===== src/rtl/rfr_pkg.sv =====
package rfr_pkg;

  typedef enum logic [2:0] {
    ST_IDLE,
    ST_RD_LO,
    ST_RD_MID,
    ST_RD_HI,
    ST_STREAM,
    ST_DONE
  } rfr_state_e;

  // Codes of the two states on either side of the recovered boundary
  localparam logic [1:0] CODE_LOWER = 2'b00;
  localparam logic [1:0] CODE_UPPER = 2'b01;

  function automatic logic above_edge(input logic [1:0] code);
    return code == CODE_UPPER;
  endfunction

endpackage


===== src/rtl/rfr_seq.sv =====
module rfr_seq
  import rfr_pkg::*;
#(
  parameter int WORDS = 16,
  parameter int REF_W = 8
) (
  input  logic             clk,
  input  logic             rst_n,
  input  logic             start_i,
  input  logic             ecc_fail_i,
  input  logic [REF_W-1:0] ref_base_i,
  input  logic [REF_W-1:0] ref_step_i,
  input  logic             rd_ack_i,
  input  logic             word_valid_i,
  output logic             rd_req_o,
  output logic [REF_W-1:0] rd_ref_o,
  output logic             take_o,
  output logic             accept_o,
  output logic             busy_o,
  output logic             done_o
);

  localparam int WC_W = (WORDS > 1) ? $clog2(WORDS) : 1;
  localparam logic [WC_W-1:0] LAST_WORD = WC_W'(WORDS - 1);

  rfr_state_e      state_q, state_d;
  logic [WC_W-1:0] wcnt_q, wcnt_d;
  logic [REF_W-1:0] base_q, step_q;
  logic            wcnt_en;

  assign take_o   = (state_q == ST_IDLE) && start_i && ecc_fail_i;
  assign accept_o = (state_q == ST_STREAM) && word_valid_i;
  assign wcnt_en  = take_o || accept_o;

  always_comb begin
    state_d = state_q;
    case (state_q)
      ST_IDLE:   if (take_o) state_d = ST_RD_LO;
      ST_RD_LO:  if (rd_ack_i) state_d = ST_RD_MID;
      ST_RD_MID: if (rd_ack_i) state_d = ST_RD_HI;
      ST_RD_HI:  if (rd_ack_i) state_d = ST_STREAM;
      ST_STREAM: if (accept_o && (wcnt_q == LAST_WORD)) state_d = ST_DONE;
      ST_DONE:   state_d = ST_IDLE;
      default:   state_d = ST_IDLE;
    endcase
  end

  always_comb begin
    wcnt_d = wcnt_q;
    if (take_o)        wcnt_d = '0;
    else if (accept_o) wcnt_d = wcnt_q + 1'b1;
  end

  always_ff @(posedge clk or negedge rst_n) begin
    if (!rst_n) begin
      state_q <= ST_IDLE;
      wcnt_q  <= '0;
      base_q  <= '0;
      step_q  <= '0;
    end else begin
      state_q <= state_d;
      if (wcnt_en) wcnt_q <= wcnt_d;
      if (take_o) begin
        base_q <= ref_base_i;
        step_q <= ref_step_i;
      end
    end
  end

  always_comb begin
    rd_req_o = 1'b0;
    rd_ref_o = base_q;
    case (state_q)
      ST_RD_LO:  begin rd_req_o = 1'b1; rd_ref_o = base_q - step_q; end
      ST_RD_MID: begin rd_req_o = 1'b1; rd_ref_o = base_q;          end
      ST_RD_HI:  begin rd_req_o = 1'b1; rd_ref_o = base_q + step_q; end
      default:   ;
    endcase
  end

  assign busy_o = (state_q != ST_IDLE);
  assign done_o = (state_q == ST_DONE);

  // a pending read keeps its request and reference until acknowledged
  a_r2_req_held: assert property (@(posedge clk) disable iff (!rst_n)
    (rd_req_o && !rd_ack_i) |=> (rd_req_o && $stable(rd_ref_o)));

  // an idle block ignores start when ECC has not failed
  a_r1_start_gated: assert property (@(posedge clk) disable iff (!rst_n)
    (!busy_o && start_i && !ecc_fail_i) |=> !busy_o);

  // done lasts a single cycle and is followed by idle
  a_r8_done_pulse: assert property (@(posedge clk) disable iff (!rst_n)
    done_o |=> (!done_o && !busy_o));

endmodule


===== src/rtl/rfr_word_fix.sv =====
module rfr_word_fix
  import rfr_pkg::*;
#(
  parameter int CELLS = 8
) (
  input  logic [2*CELLS-1:0] lo_i,
  input  logic [2*CELLS-1:0] mid_i,
  input  logic [2*CELLS-1:0] hi_i,
  input  logic [CELLS-1:0]   fast_i,
  output logic [2*CELLS-1:0] fixed_o,
  output logic [CELLS-1:0]   flip_o
);

  for (genvar c = 0; c < CELLS; c++) begin : g_cell
    logic [1:0] lo_c, mid_c, hi_c;
    logic       risky, raise;

    assign lo_c  = lo_i[2*c +: 2];
    assign mid_c = mid_i[2*c +: 2];
    assign hi_c  = hi_i[2*c +: 2];

    assign risky = (above_edge(mid_c) != above_edge(lo_c)) ||
                   (above_edge(mid_c) != above_edge(hi_c));
    assign raise = risky && !fast_i[c] && (mid_c == CODE_LOWER);

    assign fixed_o[2*c +: 2] = raise ? CODE_UPPER : mid_c;
    assign flip_o[c]         = raise;

    // fast-leaking cells are never altered
    always_comb begin
      a_r5_fast_kept: assert (!fast_i[c] || (fixed_o[2*c +: 2] == mid_c));
    end
  end

endmodule


===== src/rtl/rfr_flip_count.sv =====
module rfr_flip_count #(
  parameter int CELLS = 8,
  parameter int WORDS = 16,
  parameter int CNT_W = $clog2(WORDS * CELLS + 1)
) (
  input  logic             clk,
  input  logic             rst_n,
  input  logic             clear_i,
  input  logic             en_i,
  input  logic [CELLS-1:0] mask_i,
  output logic [CNT_W-1:0] count_o
);

  localparam int MAX_FLIPS = WORDS * CELLS;

  logic [CNT_W-1:0] pop, cnt_d, cnt_q;

  always_comb begin
    pop = '0;
    for (int i = 0; i < CELLS; i++) pop = pop + CNT_W'(mask_i[i]);
  end

  always_comb begin
    cnt_d = cnt_q;
    if (clear_i)   cnt_d = '0;
    else if (en_i) cnt_d = cnt_q + pop;
  end

  always_ff @(posedge clk or negedge rst_n) begin
    if (!rst_n)                cnt_q <= '0;
    else if (clear_i || en_i)  cnt_q <= cnt_d;
  end

  assign count_o = cnt_q;

  // the count can never exceed one flip per cell of the page
  a_r8_count_bound: assert property (@(posedge clk) disable iff (!rst_n)
    count_o <= CNT_W'(MAX_FLIPS));

endmodule


===== src/rtl/rfr_bit_flipper.sv =====
module rfr_bit_flipper #(
  parameter int CELLS = 8,
  parameter int WORDS = 16,
  parameter int REF_W = 8,
  parameter int CNT_W = $clog2(WORDS * CELLS + 1)
) (
  input  logic               clk,
  input  logic               rst_n,
  input  logic               start_i,
  input  logic               ecc_fail_i,
  input  logic [REF_W-1:0]   ref_base_i,
  input  logic [REF_W-1:0]   ref_step_i,
  output logic               rd_req_o,
  output logic [REF_W-1:0]   rd_ref_o,
  input  logic               rd_ack_i,
  input  logic               word_valid_i,
  input  logic [2*CELLS-1:0] word_lo_i,
  input  logic [2*CELLS-1:0] word_mid_i,
  input  logic [2*CELLS-1:0] word_hi_i,
  input  logic [CELLS-1:0]   leak_fast_i,
  output logic               out_valid_o,
  output logic [2*CELLS-1:0] out_word_o,
  output logic               busy_o,
  output logic               done_o,
  output logic [CNT_W-1:0]   flip_count_o
);

  logic               take, accept;
  logic [2*CELLS-1:0] fixed;
  logic [CELLS-1:0]   flips;
  logic               oval_q;
  logic [2*CELLS-1:0] oword_q;

  rfr_seq #(.WORDS(WORDS), .REF_W(REF_W)) u_seq (
    .clk          (clk),
    .rst_n        (rst_n),
    .start_i      (start_i),
    .ecc_fail_i   (ecc_fail_i),
    .ref_base_i   (ref_base_i),
    .ref_step_i   (ref_step_i),
    .rd_ack_i     (rd_ack_i),
    .word_valid_i (word_valid_i),
    .rd_req_o     (rd_req_o),
    .rd_ref_o     (rd_ref_o),
    .take_o       (take),
    .accept_o     (accept),
    .busy_o       (busy_o),
    .done_o       (done_o)
  );

  rfr_word_fix #(.CELLS(CELLS)) u_fix (
    .lo_i    (word_lo_i),
    .mid_i   (word_mid_i),
    .hi_i    (word_hi_i),
    .fast_i  (leak_fast_i),
    .fixed_o (fixed),
    .flip_o  (flips)
  );

  rfr_flip_count #(.CELLS(CELLS), .WORDS(WORDS), .CNT_W(CNT_W)) u_cnt (
    .clk     (clk),
    .rst_n   (rst_n),
    .clear_i (take),
    .en_i    (accept),
    .mask_i  (flips),
    .count_o (flip_count_o)
  );

  always_ff @(posedge clk or negedge rst_n) begin
    if (!rst_n) oval_q <= 1'b0;
    else        oval_q <= accept;
  end

  always_ff @(posedge clk or negedge rst_n) begin
    if (!rst_n)      oword_q <= '0;
    else if (accept) oword_q <= fixed;
  end

  assign out_valid_o = oval_q;
  assign out_word_o  = oword_q;

  // an output word only follows a word accepted during streaming
  a_r7_out_follows_accept: assert property (@(posedge clk) disable iff (!rst_n)
    out_valid_o |-> $past(word_valid_i && busy_o && !rd_req_o && !done_o));

  // no read is requested while words are being streamed out
  a_r2_no_req_with_out: assert property (@(posedge clk) disable iff (!rst_n)
    out_valid_o |-> !rd_req_o);

endmodule


===== config.mk =====
export PLATFORM = sky130hd
export DESIGN_NAME = rfr_bit_flipper
export DESIGN_NICKNAME = d
export VERILOG_FILES = /design/src/rtl/rfr_pkg.sv /design/src/rtl/rfr_seq.sv /design/src/rtl/rfr_word_fix.sv /design/src/rtl/rfr_flip_count.sv /design/src/rtl/rfr_bit_flipper.sv
export SDC_FILE = /design/constraint.sdc
export NUM_CORES = 1
export LEC_CHECK = 0
export BUFFER_PORTS_ARGS = -buffer_cell sky130_fd_sc_hd__buf_2
export CORE_ASPECT_RATIO = 1.75
export CORE_MARGIN = 1
export CORE_UTILIZATION = 49
export DETAILED_ROUTE_END_ITERATION = 6
export PLACE_DENSITY = 0.8
export SYNTH_ARGS = -nofsm -noshare
export SYNTH_HDL_FRONTEND = slang
export SYNTH_SLANG_ARGS = --single-unit
export TNS_END_PERCENT = 50

===== constraint.sdc =====
create_clock -name clk -period 4.02 [get_ports clk]
set_clock_uncertainty 0.2 [all_clocks]
set_input_delay 0.804 -clock clk [delete_from_list [all_inputs] [get_ports clk]]
set_output_delay 0.804 -clock clk [all_outputs]
set_load 0.02 [all_outputs]

* Word level (Yosys, flattened, before mapping)
Index checks and enable logic that the tools add are counted.
Word-level totals: register bits after elaboration 48, bits of input ports 78, output and inout port bits 36, logic and storage cells 140
Operators by class: add/subtract/negate cells 11, equality and inequality tests 51, mux-type cells 20, reductions and logical operators 51
Operators with widths (number):
- 8-bit by 1-bit adder with 8-bit output | 6
- 2-bit by 1-bit equality test with 1-bit output (second input constant) | 24
- 1-bit logical AND | 20
- 8-bit adder | 2
- 2-bit logical NOT | 8
- 2-bit two-way mux | 8
- 8-bit two-way mux | 2
- 1-bit inequality test | 16
- 8-bit one-hot mux with 2 select lines | 1
- 3-bit two-way mux | 5
- 3-bit one-hot mux with 5 select lines | 1
- 1-bit logical OR | 9
- 1-bit logical NOT | 8
- 4-bit two-way mux | 2
- 2-bit inequality test (second input constant) | 4
- 8-bit subtractor | 1
- 3-bit by 2-bit equality test with 1-bit output (second input constant) | 2
- 3-bit equality test (second input constant) | 2
- 5-bit AND reduction | 1
- 4-bit by 1-bit adder with 4-bit output (second input constant) | 1
- 4-bit equality test (second input constant) | 1
- 3-bit by 1-bit equality test with 1-bit output (second input constant) | 1
- 3-bit logical NOT | 1
- 3-bit nonzero test | 1
- 6 further kinds | 6

* Logic depth before layout (Yosys ltp)
Gate-level depths: netlist of the first run.
depth in word-level cells 15, mapped depth 17, mapped depth without buffers 17

* By module
A second synthesis of the first run with hierarchy kept.
Second synthesis, totals: cell total of the unflattened synthesis 315, area total of the unflattened synthesis 3348.2 µm²
Modules (own cells, without submodules):
- rfr_seq | instances 1, cells each 147, area each 1501.4 µm², sequential area each 575.6 µm²
- rfr_flip_count | instances 1, cells each 69, area each 681.9 µm², sequential area each 200.2 µm²
- rfr_bit_flipper | instances 1, cells each 35, area each 674.4 µm², sequential area each 425.4 µm²
- rfr_word_fix | instances 1, cells each 64, area each 490.5 µm², sequential area each 0.0 µm²

* Least setup slack after synthesis of the first run
OpenSTA, ideal clock, no wires.
path type in2reg, from input port word_lo_i[3], to register u_cnt.cnt_q[6] (netlist: u_cnt.count_o[6]), arrival time 4.343 ns, data required time 3.699 ns, path slack -0.643 ns, stages 17, buffers on the path 0, cells stage by stage inv_1 > a22oi_1 > nor4_1 > ha_1 > inv_1 > fa_1 > fa_1 > fa_1 > inv_1 > ha_1 > fa_1 > a21o_1 > a21oi_1 > nor2b_1 > o211ai_1 > xor2_1 > nor2_1
Between the ends: word-level cells in the longest chain between the ends 15
RTL lines:
- start: declaration | line rfr_bit_flipper.sv:17 | input logic [2*CELLS-1:0] word_lo_i,
- 2-bit by 1-bit equality test with 1-bit output | line rfr_pkg.sv:17 | return code == CODE_UPPER;
- 1-bit inequality test | line rfr_word_fix.sv:22 | assign risky = (above_edge(mid_c) != above_edge(lo_c)) ||
- 1-bit logical OR | line rfr_word_fix.sv:22
- 1-bit logical AND (2 in a row) | line rfr_word_fix.sv:24 | assign raise = risky && !fast_i[c] && (mid_c == CODE_LOWER);
- 1-bit by 1-bit adder with 2-bit output | line rfr_flip_count.sv:20 | for (int i = 0; i < CELLS; i++) pop = pop + CNT_W'(mask_i[i]);
- 8-bit by 1-bit adder with 8-bit output (6 in a row) | line rfr_flip_count.sv:20
- 8-bit adder | line rfr_flip_count.sv:26 | else if (en_i) cnt_d = cnt_q + pop;
- 8-bit two-way mux | line rfr_flip_count.sv:26
- 8-bit two-way mux | line rfr_flip_count.sv:25 | if (clear_i) cnt_d = '0;
- end signal: assignment | line rfr_flip_count.sv:31 | else if (clear_i || en_i) cnt_q <= cnt_d;
- end: declaration | line rfr_flip_count.sv:16 | logic [CNT_W-1:0] pop, cnt_d, cnt_q;
No other way between the ends. The select of a mux whose other input is x is not followed. A chain may end at the register's enable or synchronous reset.

* Worst setup path after layout of the first run
Same ends and word-level chain as after synthesis.

==> results of run 1 <==
report_power, final:
part	total, mW	switching (mW)	leakage, nW	internal (mW)
clock network	0.350	0.165	0.0552	0.185
logic	1.86	1.04	1.45	0.817
registers	0.832	0.158	0.611	0.675
layer usage:
layer / GRT usage [%] / up-vias
met1: 24.4 / 1269
met4: 9.47 / 0
met3: 4.00 / 16
li1: - / 1313
met5: 0 / -
met2: 46.2 / 91
worst max-delay path: stages:
cell and delay [ns]:
buf_8 0.08, inv_6 0.02, a22oi_2 0.18, nor4_2 0.06
buf_4 0.15, ha_4 0.26, inv_2 0.03, fa_1 0.50
fa_1 0.43, fa_1 0.52, inv_2 0.05, ha_4 0.16
fa_2 0.36, a21o_1 0.18, a21oi_2 0.14, nor2b_1 0.06
o211ai_1 0.19, xor2_1 0.16, nor2_1 0.06
area by class of cell:
class,count,area (sq um)
clock inverters,2,35.0
well taps,76,95.1
repair buffers,135,749
fillers,464,1700
multi-input cells,226,1650
flip-flops and latches,48,1200
inverters,29,121
clock buffers,6,72.6
worst max path at each step:
stage / cells after the start / to / from / slack [ns]
6_report: 19 / u_cnt.count_o[6]$_DFFE_PN0P_ / word_lo_i[3] / -0.38
4_1_cts: 19 / u_cnt.count_o[6]$_DFFE_PN0P_ / word_lo_i[3] / -0.37
3_5_place_dp: 19 / u_cnt.count_o[6]$_DFFE_PN0P_ / word_lo_i[3] / -0.78
5_1_grt: 19 / u_cnt.count_o[6]$_DFFE_PN0P_ / word_lo_i[3] / -0.49
3_3_place_gp: 19 / u_cnt.count_o[6]$_DFFE_PN0P_ / word_lo_i[3] / -0.67
2_1_floorplan: 17 / u_cnt.count_o[6]$_DFFE_PN0P_ / word_lo_i[1] / -0.43
synth_stat cells:
cell	n
nand4_1	1
nand3_2	1
and3_1	1
a21oi_1	13
nand3_1	3
o21bai_1	1
a31oi_1	2
nor4_1	3
a21o_1	6
or3_4	1
o31ai_1	2
dfrtp_1	48
nand2_1	56
nor2_2	2
or2b_4	1
and4_1	1
xnor2_1	10
o21ai_0	15
a22oi_1	3
nor4_2	1
buf_4	2
a211oi_1	1
xor2_1	12
o22ai_1	10
fa_1	5
a31o_2	1
mux2_2	17
inv_1	28
buf_2	4
nor3_1	10
nor2_1	24
nor2b_1	1
clkbuf_1	3
ha_1	21
clkinv_1	1
o211ai_1	1
cell families after synthesis:
family	Yosys count	share of synthesized area (%)
adders and majority gates	26	12.5
buffers and inverters	38	5.35
DFF	48	41.4
and+or+nand+nor	106	16.2
muxes	17	6.60
xor gates and xnor gates	22	6.64
AOI/OAI and AO/OA	55	11.3
flip-flops by register name, summed over array words and instances, names as in the netlist:
signal         flops
out_word_o        16
u_cnt.count_o      8
u_seq.base_q       8
u_seq.step_q       8
u_seq.wcnt_q       4
u_seq.state_q      3
out_valid_o        1
through the flow:
step           utilization (%)  power, mW  setup slack [ns]
2_1_floorplan                -       2.10            -0.434
3_3_place_gp              65.7       2.57            -0.671
3_5_place_dp              65.7       2.63            -0.784
4_1_cts                   68.8       2.99            -0.374
5_1_grt                   69.7       3.30            -0.495
6_report                  69.7       3.04            -0.377
timing repair:
action,4_1_cts,5_1_grt
setup buffers,2,2
cloned,0,0
pin swaps,5,6
resized for setup,11,11
endpoints found under the setup margin,7,8
==> summary.md, run 1 <==
| Metric | Value |
|---|---|
| Outcome | `complete, but fails checks` |
| Failing checks | `negative setup slack` |
| Antenna viol nets, final | `0` |
| Worst-Skew Late Latency | `roughly 0.30 ns` |
| Final hold viol count | `0` |
| Most common cell after layout, fill and taps aside | `buf_2` |
| Residual DRC | `0` |
| Crit path capture type | `flop` |
| Hold slack final | `~0.24 ns` |
| Initial Util | `around 52%` |
| Max Clock Freq | `between 200 and 250 MHz` |
| Cell area after layout | `between 0.003 and 0.004 sq mm` |
| VDD IR max | `just over 0.3 mV` |
| FF-to-FF End | `u_cnt.count_o[5]$_DFFE_PN0P_` |
| Rel. slew slack | `32.2%` |
| Class of the worst hold path | `primary input to asynchronous set/reset pin` |
| Seq/Total Area, Yosys | `41.4%` |
| Syn_nets | `approximately 420` |
| Initial antenna violation count | `0` |
| Longest Clk Path Bufs | `2` |
| Worst r2r src | `u_cnt.count_o[1]$_DFFE_PN0P_` |
| Largest cells by area after synthesis | `dfrtp_1, ha_1, nand2_1` |
| Placed insts | `510` |
| Final period util | `109%` |
| Reg2Reg Setup Slack | `between 1 and 1.5 ns` |
| Worst r2r path cells | `10` |
| WL met1 | `about 2600 um` |
| Most frequent cells in the layout | `buf_2, nand2_1, dfrtp_1` |
| WL/cell | `about 14 um` |
| Flops & latches, synth | `48` |
| Share of post-route cells with drive strength above 1 | `42.4%` |
| Die footprint | `0.00625 sq mm` |
| Dominant cell type by area after synthesis | `dfrtp_1` |
| Post-synth top area share | `between 40% and 50%` |
| Setup violations, final | `6` |
| Initial DRC Count | `45` |
| CP arrival | `~4.4 ns` |
| Met3 Wirelength | `about 270 um` |
| Ports | `between 100 and 150` |
| Row count | `36` |
| Post-DP Area | `between 0.003 and 0.004 sq mm` |
| Power Density | `approximately 780 mW/mm^2` |
| Largest net degree at the start of global routing | `29` |
| Fin cells | `about 520` |
| Clock slew at reported path FFs | `~0.090 ns` |
| Final WL | `around 7200 um` |
| Area growth syn-to-layout | `35.3%` |
| Crit Path Max Fanout | `2` |
| Max cap viols | `0` |
| Metal2 WL | `around 4200 um` |
| Mapped Area | `0.00290 sq mm` |
| GRT Util Overall | `between 20% and 30%` |
| Syn_area_per_cell | `just over 9 sq um` |
| Final Max Slew Viols | `0` |
| Die Wd | `between 60 and 70 um` |
| Post-route setup slack | `-0.377 ns` |
| Max layer used | `met4` |
| Layout Nets | `around 550` |
| CTS root buf | `clkbuf_8` |
| CP required | `~4 ns` |
| Vias in the first global route | `2713` |
| Netlist cell types | `36` |
| Detailed Routing Iterations Pass 1 | `4` |
| Total core area | `between 0.005 and 0.006 sq mm` |
| DP Wirelength | `5640 um` |
| Minimum clock period | `4.40 ns` |
| Mapped Cells | `between 300 and 400` |
| Static leakage | `about 2.1 nW` |
| GR Overflow Total | `0` |
| PortBufs | `roughly 110` |
| GP Congestion | `0.875` |
| Die Y | `between 100 and 150 um` |
| Vias | `~2700` |
| Htree depth | `2` |
| Yosys warnings | `0` |
| Worst setup path category | `primary input to flop` |
| Setup TNS | `-1.77 ns` |
| CTS tree | `built` |
| RSZ-0062 raised after global routing | `yes` |
| Actual slew at the worst max-slew pin | `a little over 1 ns` |
| TritonCTS Sinks | `48` |
| Diodes inserted | `0` |
| Via density per instance | `between 5 and 6` |
| Cts bufs inserted | `5` |
| First-pass GRT wire length | `11500 um` |
| Startpoint Class | `primary input` |
| Hold-fix buffers, CTS | `0` |
Note: power is estimated with default switching activity, not from simulation.
==> inputs of run 2 (changes only) <==
CTS_BUF_LIST = sky130_fd_sc_hd__clkbuf_16   (was unset)
==> summary.md, run 2 (synthesis results as in run 1) <==
| Metric | Value |
|---|---|
| Outcome | `complete, but fails checks` |
| Failing checks | `negative setup slack` |
| Layout Nets | `549 (unchanged)` |
| Detailed Routing Iterations Pass 1 | `4 (unchanged)` |
| Vias in the first global route | `2703 (-0.37%)` |
| Final period util | `111% (+1.2 points)` |
| Area growth syn-to-layout | `37.2%` |
| Diodes inserted | `0 (unchanged)` |
| DP Wirelength | `5640 um (unchanged)` |
| Final Max Slew Viols | `0 (unchanged)` |
| Initial DRC Count | `46 (+2.2%)` |
| Combinational Power Share | `58.7% (-2.5 points)` |
| CTS tree | `built` |
| Post-DP Area | `0.00370 sq mm (unchanged)` |
| Internal Pwr Total | `1.77 mW (+5.7%)` |
| Final Core Density | `70.7% (+0.96 points)` |
| GRT Util Overall | `24.2% (-0.20 points)` |
| PortBufs | `113 (unchanged)` |
| Clock power frac | `14.8% (+3.3 points)` |
| Share of post-route cells with drive strength above 1 | `42.2% (-0.22 points)` |
| Actual slew at the worst max-slew pin | `1.03 ns (+0.00958 ns)` |
| Largest register FFs | `16 (unchanged)` |
| Ports | `114 (unchanged)` |
| Clock slew at reported path FFs | `0.07 ns (-0.02 ns)` |
| Sw Share | `43.7% (-1.2 points)` |
| Fin cells | `522 (unchanged)` |
| GR Overflow Total | `0 (unchanged)` |
| Post-route setup slack | `-0.425 ns (-0.0482 ns)` |
| Most frequent cells in the layout | `buf_2, nand2_1, dfrtp_1` |
| CP arrival | `4.42 ns (+0.02 ns)` |
| TritonCTS Sinks | `48 (unchanged)` |
| Crit path capture type | `flop` |
| DP Worst Slack | `-0.784 ns (unchanged)` |
| RSZ-0062 raised after global routing | `yes` |
| First-pass GRT wire length | `11600 um (+0.30%)` |
| Most common cell after layout, fill and taps aside | `buf_2` |
| VDD IR max | `0.400 mV (+29%)` |
| Initial antenna violation count | `0 (unchanged)` |
| Psw | `1.38 mW (+0.73%)` |
| Reg2Reg Setup Slack | `1.04 ns (-0.02 ns)` |
| Final WL | `7320 um (+1.0%)` |
| Via density per instance | `5.16 (about the same)` |
| WL/cell | `14.0 um (+1.0%)` |
| Max Clock Freq | `225 MHz (-1.1%)` |
| Rel. slew slack | `31.5% (-0.64 points)` |
| Minimum clock period | `4.44 ns (+0.0482 ns)` |
| Initial Util | `51.5% (unchanged)` |
| Power Density | `791 mW/mm^2 (+2.1%)` |
| Cell area after layout | `0.00398 sq mm (+1.4%)` |
| Static leakage | `2.14 nW (+1.4%)` |
| Cts bufs inserted | `5 (unchanged)` |
| Class of the worst hold path | `primary input to asynchronous set/reset pin` |
| Antenna viol nets, final | `0 (unchanged)` |
| Hold-fix buffers, CTS | `0 (unchanged)` |
| Crit. Startpoint | `word_lo_i[3]` |
| Setup violations, final | `6 (unchanged)` |
| Die Wd | `60.2 um (unchanged)` |
| Final hold viol count | `0 (unchanged)` |
| Max cap viols | `0 (unchanged)` |
| Row count | `36 (unchanged)` |
| Residual DRC | `0 (unchanged)` |
| Placed insts | `510 (unchanged)` |
| Startpoint Class | `primary input` |
| Sequential fraction of design power | `26.5% (-0.8 points)` |
| Crit Path Max Fanout | `2 (unchanged)` |
| Die Y | `104 um (unchanged)` |
| Largest net degree at the start of global routing | `29 (unchanged)` |
| Worst-Skew Late Latency | `0.29 ns (about the same)` |
| CTS root buf | `clkbuf_16` |
| Die footprint | `0.00625 sq mm (unchanged)` |
| Worst r2r src | `u_cnt.count_o[1]$_DFFE_PN0P_` |
| Longest Clk Path Bufs | `2 (unchanged)` |
| Total core area | `0.00563 sq mm (unchanged)` |
| Final Power | `3.15 mW (+3.5%)` |
| Worst setup path category | `primary input to flop` |
| GP Congestion | `0.875 (unchanged)` |
| Htree depth | `2 (unchanged)` |
| Vias | `2691 (+0.074%)` |
| CP required | `4.00 ns (-0.02 ns)` |
[run 2: timing repair]
item,in CTS,in global routing
hold endpoints to repair,0,0
setup buffers,2,2
gates resized for setup,11,9
gates cloned,0,0
pin swaps,6,6
endpoints found under the setup margin,7,8
[run 2: critical path, cell delays in order]
cell	delay (ns)
buf_8	0.08
inv_6	0.02
a22oi_2	0.18
nor4_2	0.06
buf_4	0.15
ha_4	0.26
inv_2	0.03
fa_1	0.49
fa_1	0.43
fa_1	0.50
inv_1	0.07
ha_4	0.17
fa_2	0.36
a21o_1	0.18
a21oi_2	0.13
nor2b_1	0.07
o211ai_1	0.19
xor2_1	0.18
nor2_1	0.07
[run 2: power groups by stage]
stage,logic [mW],clock network (mW),registers [mW]
after global routing,2.04,0.496,0.859
after detailed placement,1.80,0,0.836
final,1.85,0.467,0.834
after global placement,1.74,0,0.827
after floorplan,1.18,0,0.922
after CTS,1.81,0.470,0.832
[run 2: path summary, 6_finish.rpt]
| check | to | cells past startpoint |
|---|---|---|
| worst max-delay path | u_cnt.count_o[6]$_DFFE_PN0P_ | 19 |
| worst min-delay path | out_word_o[12]$_DFFE_PN0P_ | 1 |
| worst max register to register | u_cnt.count_o[5]$_DFFE_PN0P_ | 10 |
| worst min register to register | out_word_o[3]$_DFFE_PN0P_ | 2 |
| max in group asynchronous | u_seq.base_q[0]$_DFFE_PN0P_ | 2 |
| min in group clk | out_word_o[3]$_DFFE_PN0P_ | 2 |
[run 2: area by class of cell]
cell class                      instances  area (sq um)
Clock buffer                            5           125
Clock inverter                          3          38.8
Fill cell                             449          1650
Inverter                               29           121
Multi-Input combinational cell        226          1650
Sequential cell                        48          1200
Tap cell                               76          95.1
Timing Repair Buffer                  135           747
[run 2: metrics by stage]
step | TNS (ns) | hold WS [ns]
final | -2.07 | 0.265
after global routing | -2.61 | 0.297
after CTS | -1.64 | 0.273
after detailed placement | -3.54 | 0.251
after global placement | -2.94 | 0.247
after floorplan | -0.873 | 0.290
[run 2: per-layer routing]
metal / up-vias / GRT usage [%] / share of wire (%)
met5: - / 0 / 0
met4: 0 / 7.48 / 2.1
met3: 13 / 4.00 / 4.2
met2: 100 / 46.1 / 58
met1: 1263 / 24.9 / 36
li1: 1315 / - / -
